===== src/rtl/snoop_pkg.sv =====
package snoop_pkg;

  // Next fill level of the ring. A push into a full ring with no pop
  // replaces the oldest entry, so the level holds.
  function automatic int unsigned ring_level_next(input int unsigned lvl,
                                                  input logic push,
                                                  input logic take,
                                                  input int unsigned depth);
    if (push && !take && lvl == depth) return lvl;
    return lvl + (push ? 1 : 0) - (take ? 1 : 0);
  endfunction

  // Pointer increment with wrap for a power-of-two ring.
  function automatic int unsigned ring_ptr_next(input int unsigned p,
                                                input int unsigned depth);
    return (p + 1) % depth;
  endfunction

endpackage


===== src/rtl/snoop_sync.sv =====
module snoop_sync #(
  parameter int W      = 8,
  parameter int STAGES = 2
) (
  input  logic         clk,
  input  logic         rst_n,
  input  logic [W-1:0] d,
  output logic [W-1:0] q
);
  logic [W-1:0] stage [STAGES];

  generate
    for (genvar s = 0; s < STAGES; s++) begin : g_stage
      always_ff @(posedge clk) begin
        if (!rst_n) stage[s] <= '0;
        else if (s == 0) stage[s] <= d;
        else stage[s] <= stage[(s == 0) ? 0 : s - 1];
      end
    end
  endgenerate

  assign q = stage[STAGES-1];
endmodule


===== src/rtl/snoop_trigger.sv =====
module snoop_trigger #(
  parameter int ADDR_W = 13,
  parameter int DATA_W = 8
) (
  input  logic              clk,
  input  logic              rst_n,
  input  logic [ADDR_W-1:0] addr_now,
  input  logic [DATA_W-1:0] data_now,
  input  logic              arm_stb,
  input  logic [ADDR_W-1:0] arm_addr,
  output logic              cap_evt,
  output logic [DATA_W-1:0] cap_byte,
  output logic              armed
);
  logic [ADDR_W-1:0] addr_prev;
  logic [DATA_W-1:0] data_prev;
  logic [ADDR_W-1:0] target;
  logic              prev_ok;
  logic              prev_hit;
  logic              now_hit;

  assign prev_hit = prev_ok && (addr_prev == target);
  assign now_hit  = (addr_now == target);
  // Departure edge: last sample matched, this one does not.
  assign cap_evt  = armed && prev_hit && !now_hit;
  // Byte held on the last matching sample, before data may go stale.
  assign cap_byte = data_prev;

  always_ff @(posedge clk) begin
    if (!rst_n) begin
      addr_prev <= '0;
      data_prev <= '0;
      prev_ok   <= 1'b0;
      target    <= '0;
      armed     <= 1'b0;
    end else begin
      addr_prev <= addr_now;
      data_prev <= data_now;
      prev_ok   <= 1'b1;
      if (arm_stb) begin
        target <= arm_addr;
        armed  <= 1'b1;
      end else if (cap_evt) begin
        armed  <= 1'b0;
      end
    end
  end

  // a capture consumes the arm unless a new arm arrives with it
  p_disarm_after_cap_r5: assert property (@(posedge clk) disable iff (!rst_n)
    (cap_evt && !arm_stb) |=> !armed);

  // an arm pulse always leaves the block armed
  p_arm_sets_r2: assert property (@(posedge clk) disable iff (!rst_n)
    arm_stb |=> armed);

  // no capture while the address holds still
  p_no_cap_on_hold_r3: assert property (@(posedge clk) disable iff (!rst_n)
    (prev_ok && addr_now == addr_prev) |-> !cap_evt);
endmodule


===== src/rtl/snoop_ring.sv =====
module snoop_ring
  import snoop_pkg::*;
#(
  parameter int DATA_W = 8,
  parameter int DEPTH  = 16
) (
  input  logic              clk,
  input  logic              rst_n,
  input  logic              wr,
  input  logic [DATA_W-1:0] wr_byte,
  input  logic              host_pop,
  input  logic              host_clear,
  output logic [DATA_W-1:0] rd_byte,
  output logic [$clog2(DEPTH+1)-1:0] count,
  output logic              empty,
  output logic              ovf
);
  localparam int PTR_W = $clog2(DEPTH);
  localparam int CNT_W = $clog2(DEPTH+1);

  logic [DATA_W-1:0] mem [DEPTH];
  logic [PTR_W-1:0]  wptr, rptr;
  logic              pop_ok;
  logic              full;
  logic              wrap_drop;

  assign full      = (int'(count) == DEPTH);
  assign empty     = (count == '0);
  assign pop_ok    = host_pop && !empty;
  assign wrap_drop = wr && !pop_ok && full;
  assign rd_byte   = mem[rptr];

  always_ff @(posedge clk) begin
    if (!rst_n || host_clear) begin
      wptr  <= '0;
      rptr  <= '0;
      count <= '0;
      ovf   <= 1'b0;
      if (!rst_n) begin
        for (int i = 0; i < DEPTH; i++) mem[i] <= '0;
      end
    end else begin
      if (wr) begin
        mem[wptr] <= wr_byte;
        wptr      <= PTR_W'(ring_ptr_next(int'(wptr), DEPTH));
      end
      if (pop_ok || wrap_drop)
        rptr <= PTR_W'(ring_ptr_next(int'(rptr), DEPTH));
      count <= CNT_W'(ring_level_next(int'(count), wr, pop_ok, DEPTH));
      if (wrap_drop) ovf <= 1'b1;
    end
  end

  // level never exceeds the depth
  p_level_bound_r7: assert property (@(posedge clk) disable iff (!rst_n)
    int'(count) <= DEPTH);

  // overwrite on a full ring keeps it full and flags it
  p_wrap_flags_r7: assert property (@(posedge clk) disable iff (!rst_n)
    (wr && !host_pop && full && !host_clear) |=> (full && ovf));

  // overflow is sticky until a clear
  p_ovf_sticky_r7: assert property (@(posedge clk) disable iff (!rst_n)
    (ovf && !host_clear) |=> ovf);

  // clear empties and drops the flag
  p_clear_empties_r8: assert property (@(posedge clk) disable iff (!rst_n)
    host_clear |=> (empty && !ovf));

  // pop on empty has no effect
  p_pop_empty_r6: assert property (@(posedge clk) disable iff (!rst_n)
    (host_pop && empty && !wr) |=> empty);

  // simultaneous write and pop keep the level
  p_write_pop_level_r9: assert property (@(posedge clk) disable iff (!rst_n)
    (wr && host_pop && !empty && !host_clear) |=> $stable(count));
endmodule


===== src/rtl/snoop_capture.sv =====
module snoop_capture #(
  parameter int ADDR_W      = 13,
  parameter int DATA_W      = 8,
  parameter int DEPTH       = 16,
  parameter int SYNC_STAGES = 2
) (
  input  logic              clk,
  input  logic              rst_n,
  input  logic [ADDR_W-1:0] bus_addr,
  input  logic [DATA_W-1:0] bus_data,
  input  logic              arm_stb,
  input  logic [ADDR_W-1:0] arm_addr,
  input  logic              host_pop,
  input  logic              host_clear,
  output logic [DATA_W-1:0] rd_byte,
  output logic [$clog2(DEPTH+1)-1:0] count,
  output logic              empty,
  output logic              ovf
);
  logic [ADDR_W-1:0] addr_s;
  logic [DATA_W-1:0] data_s;
  logic              cap_evt;
  logic [DATA_W-1:0] cap_byte;
  logic              armed;

  snoop_sync #(.W(ADDR_W), .STAGES(SYNC_STAGES)) u_sync_addr (
    .clk(clk), .rst_n(rst_n), .d(bus_addr), .q(addr_s));

  snoop_sync #(.W(DATA_W), .STAGES(SYNC_STAGES)) u_sync_data (
    .clk(clk), .rst_n(rst_n), .d(bus_data), .q(data_s));

  snoop_trigger #(.ADDR_W(ADDR_W), .DATA_W(DATA_W)) u_trig (
    .clk(clk), .rst_n(rst_n),
    .addr_now(addr_s), .data_now(data_s),
    .arm_stb(arm_stb), .arm_addr(arm_addr),
    .cap_evt(cap_evt), .cap_byte(cap_byte), .armed(armed));

  snoop_ring #(.DATA_W(DATA_W), .DEPTH(DEPTH)) u_ring (
    .clk(clk), .rst_n(rst_n),
    .wr(cap_evt), .wr_byte(cap_byte),
    .host_pop(host_pop), .host_clear(host_clear),
    .rd_byte(rd_byte), .count(count), .empty(empty), .ovf(ovf));

  // a capture only ever happens while armed
  p_cap_needs_arm_r2: assert property (@(posedge clk) disable iff (!rst_n)
    (!armed && !$past(arm_stb)) |-> !cap_evt);
endmodule


===== config.mk =====
export PLATFORM = sky130hd
export DESIGN_NAME = snoop_capture
export DESIGN_NICKNAME = d
export VERILOG_FILES = /design/src/rtl/snoop_pkg.sv /design/src/rtl/snoop_sync.sv /design/src/rtl/snoop_trigger.sv /design/src/rtl/snoop_ring.sv /design/src/rtl/snoop_capture.sv
export SDC_FILE = /design/constraint.sdc
export NUM_CORES = 1
export LEC_CHECK = 0
export BUFFER_PORTS_ARGS = -buffer_cell sky130_fd_sc_hd__buf_4
export CELL_PAD_IN_SITES_DETAIL_PLACEMENT = 0
export CELL_PAD_IN_SITES_GLOBAL_PLACEMENT = 1
export CORE_ASPECT_RATIO = 1.25
export CORE_UTILIZATION = 35
export CTS_CLUSTER_SIZE = 24
export DETAILED_ROUTE_END_ITERATION = 6
export GPL_TIMING_DRIVEN = 1
export PLACE_DENSITY_LB_ADDON = 0.2
export SLEW_MARGIN = 0
export SYNTH_ARGS = -nofsm -noshare
export SYNTH_HDL_FRONTEND = slang
export SYNTH_SLANG_ARGS = --single-unit

===== constraint.sdc =====
create_clock -name clk -period 8.1 [get_ports clk]
set_input_delay 0.81 -clock clk [delete_from_list [all_inputs] [get_ports clk]]
set_output_delay 0.81 -clock clk [all_outputs]
set_load 0.02 [all_outputs]

==> impl_metrics.yaml <==
outcome:
  status: "completed"
synth:
  yosys-top-cells-count: "129 x nor3_1, 128 x edfxtp_1, 96 x dfxtp_1"
  synth_cell_type_count: 35
  syn_nets: 766
  synth_area_per_cell_um2: 13.1
  yosysSeqAreaShare_pct: 61.7
  ys_warn_count: 0
  synth_area_um2: 9350
  syn_inst: 715
  synth.most_common_cell: "nor3_1"
  yosys_most_used_dff: "edfxtp_1"
  async_reset_ff_share_pct: 0
  ys_top_cells_by_area: "edfxtp_1 41%, dfxtp_1 21%, mux4_2 9.6%"
  yosys.area.top_type: "edfxtp_1"
  synth-seq-cells: 224
  yosysTopAreaCellShare_pct: 41.1
  synth_edf_count: 128
setup_path:
  criticalPathCategory: "flip-flop to primary output"
  critPathRequiredTime_ns: 7.29
  reg2reg_slack_ns: 4.60
  critical_path.cell_chain: "buf_4, mux4_2, mux4_2, buf_4"
  max_stage_delay_ns: 0.60
  cpMaxStageDelayCell: "mux4_2"
  cp-start-kind: "flip-flop"
  timing.rr.end: "u_ring.count[4]$_SDFFE_PP0P_"
  reg2reg_depth: 14
  cp.arrival_ns: 2.74
  critPathMaxFanout: 32
  end_kind: "primary output"
  worstReg2RegStart: "u_trig.target[10]$_SDFFE_PN0P_"
min_path:
  hold_start: "u_sync_addr.stage[0][10]$_SDFF_PN0_"
  min_path_cells: 1
  holdPathEnd: "u_sync_addr.stage[1][10]$_SDFF_PN0_"
  hp-class: "flip-flop to flip-flop"
placement:
  place.gp.congestion: 0.792
  dpl.cell_count: 1069
  dp_hpwl_mm: 14.7
  preCtsSetupSlack_ns: 4.53
  io_buffers: 53
grt:
  track_usage_pct: 17.3
  grt_pass1_wl_mm: 35.3
  antenna_found_initial: 0
  grt_max_degree: 102
  grt.overflow.total: 0
  grt_pass1_vias: 5929
floorplanning:
  die_h_um: 185
  start_util_pct: 35.8
  core_um2: 26100
  dieArea_um2: 27400
  io-pin-count: 54
  die_w_um: 148
  placementRows: 66
final_layout:
  fill_cells: 2490
  seq_area_um2: 5770
  fin_cells: 1110
  nNetsFinal: 805
  multi_input_area_um2: 3350
  syn2layout_area_growth_pct: 16.4
  num_antenna_cells: 0
  final_util_pct: 41.7
  drive_above_1_share_pct: 21.8
route:
  drtIter0Drc: 309
  vias: 5722
  wl_mm: 22.7
  first_pass_iters: 5
  drcViolationCount: 0
  drtAntennaViolNets: 0
  viasPerCell: 5.15
  post_drt_wl_per_cell_um: 20.5
sta:
  rsz0062_at_grt: "false"
  setup_slack_ns: 4.55
  maxSlewViolCount: 0
  maxSlewHeadroom_pct: 16.3
  worst_pin_slew_ns: 1.25
  fin_skew_ns: 0.0109
  maxClockFrequency_mhz: 281
  layout_min_cycle_time_ns: 3.55
  hold_violations: 0
  tns_ns: 0
  fin_crit_sh_pct: 43.9
  setup_violations: 0
clock_network:
  numCtsBuffers: 23
  ctsHoldBuffers: 0
  cts_setup_buffers: 0
  path_clk_slew_ns: 0.06
  cts_sinks: 224
  clk_latency_ns: 0.51
  htree_num_levels: 1
  cts_root_buffer: "clkbuf_16"
  tritoncts: "built"
  cts_resized: 0
  clockBufferDepth: 3
flow_run:
  cap_violations: 0
power:
  power_w: 0.00270
  p_leak_nw: 3.78
  powerDensity_nw_per_um2: 248
  peakVddDrop_mv: 0.129
routing by layer:
layer	GRT usage (%)	share of wire (%)
met1	22.4	43
met2	30.3	51
met3	2.08	3.6
met4	5.07	2.4
met5	0	0
cell usage in the layout (no fill, tap or decap), types with 5 or more instances in the layout:
cell type / count
edfxtp_1: 128
xnor2_1: 12
mux2i_1: 17
o31ai_2: 16
ha_1: 11
nor2_1: 9
nand2b_1: 13
clkbuf_16: 23
xor2_1: 21
nor3_1: 129
dfxtp_1: 94
buf_4: 71
nand3_1: 5
nand2_1: 46
inv_1: 9
and2_1: 63
nor2b_1: 14
mux4_2: 40
a21oi_1: 5
sequential cells by signal, summed over array words and instances, names as in the netlist, named ones only:
register / flops
u_sync_addr.stage: 26
u_ring.count: 5
u_trig.addr_prev: 13
u_trig.prev_ok: 1
u_ring.mem: 128
u_ring.rptr: 4
u_sync_data.stage: 16
u_ring.ovf: 1
u_trig.armed: 1
u_trig.target: 13
u_ring.wptr: 4
u_trig.cap_byte: 8
area by class of cell:
type,count,area share [%]
Sequential cell,224,53.0
Clock buffer,28,5.55
Multi-Input combinational cell,425,30.8
Clock inverter,13,1.48
Tap cell,340,3.91
Inverter,9,0.311
Timing Repair Buffer,71,4.90
metrics by stage:
step	area (um^2)	hold WS, ns
2_1_floorplan	9350	0.412
4_1_cts	10900	0.428
5_1_grt	10900	0.446
3_5_place_dp	10100	0.417
6_report	10900	0.428
3_3_place_gp	10100	0.418
worst max-delay path by stage:
stage,from,end,cells after the start
2_1_floorplan,u_trig.target[4]$_SDFFE_PN0P_,u_ring.count[4]$_SDFFE_PP0P_,15
3_3_place_gp,u_trig.target[6]$_SDFFE_PN0P_,u_ring.count[4]$_SDFFE_PP0P_,14
3_5_place_dp,u_trig.target[10]$_SDFFE_PN0P_,u_ring.count[4]$_SDFFE_PP0P_,14
4_1_cts,flip-flop,rd_byte[2],4
5_1_grt,u_trig.target[4]$_SDFFE_PN0P_,u_ring.count[4]$_SDFFE_PP0P_,14
6_report,flip-flop,rd_byte[0],4
power by group:
group / internal (W) / switching [W] / total, W / leakage (nW)
clock: 0.000656 / 0.000436 / 0.00109 / 0.372
combinational: 0.000159 / 0.000170 / 0.000328 / 1.31
sequential: 0.00125 / 0.0000267 / 0.00128 / 2.10
total: 0.00206 / 0.000632 / 0.00270 / 3.78
worst max-delay path: cells and delay by family, from the launching register on:
kind                   cells  cell delay (ns)
muxes                      2             1.14
buffers and inverters      2             0.75
DFF                        1             0.31
cells by family after synthesis:
kind of cell    synth area share [%]
simple gates                    16.5
flops                           61.7
buf+inv                         3.40
mux                             11.5
xor+xnor                        3.09
compound gates                  2.22
fa+ha+maj                       1.69
Note: power is estimated with default switching activity, not from simulation.
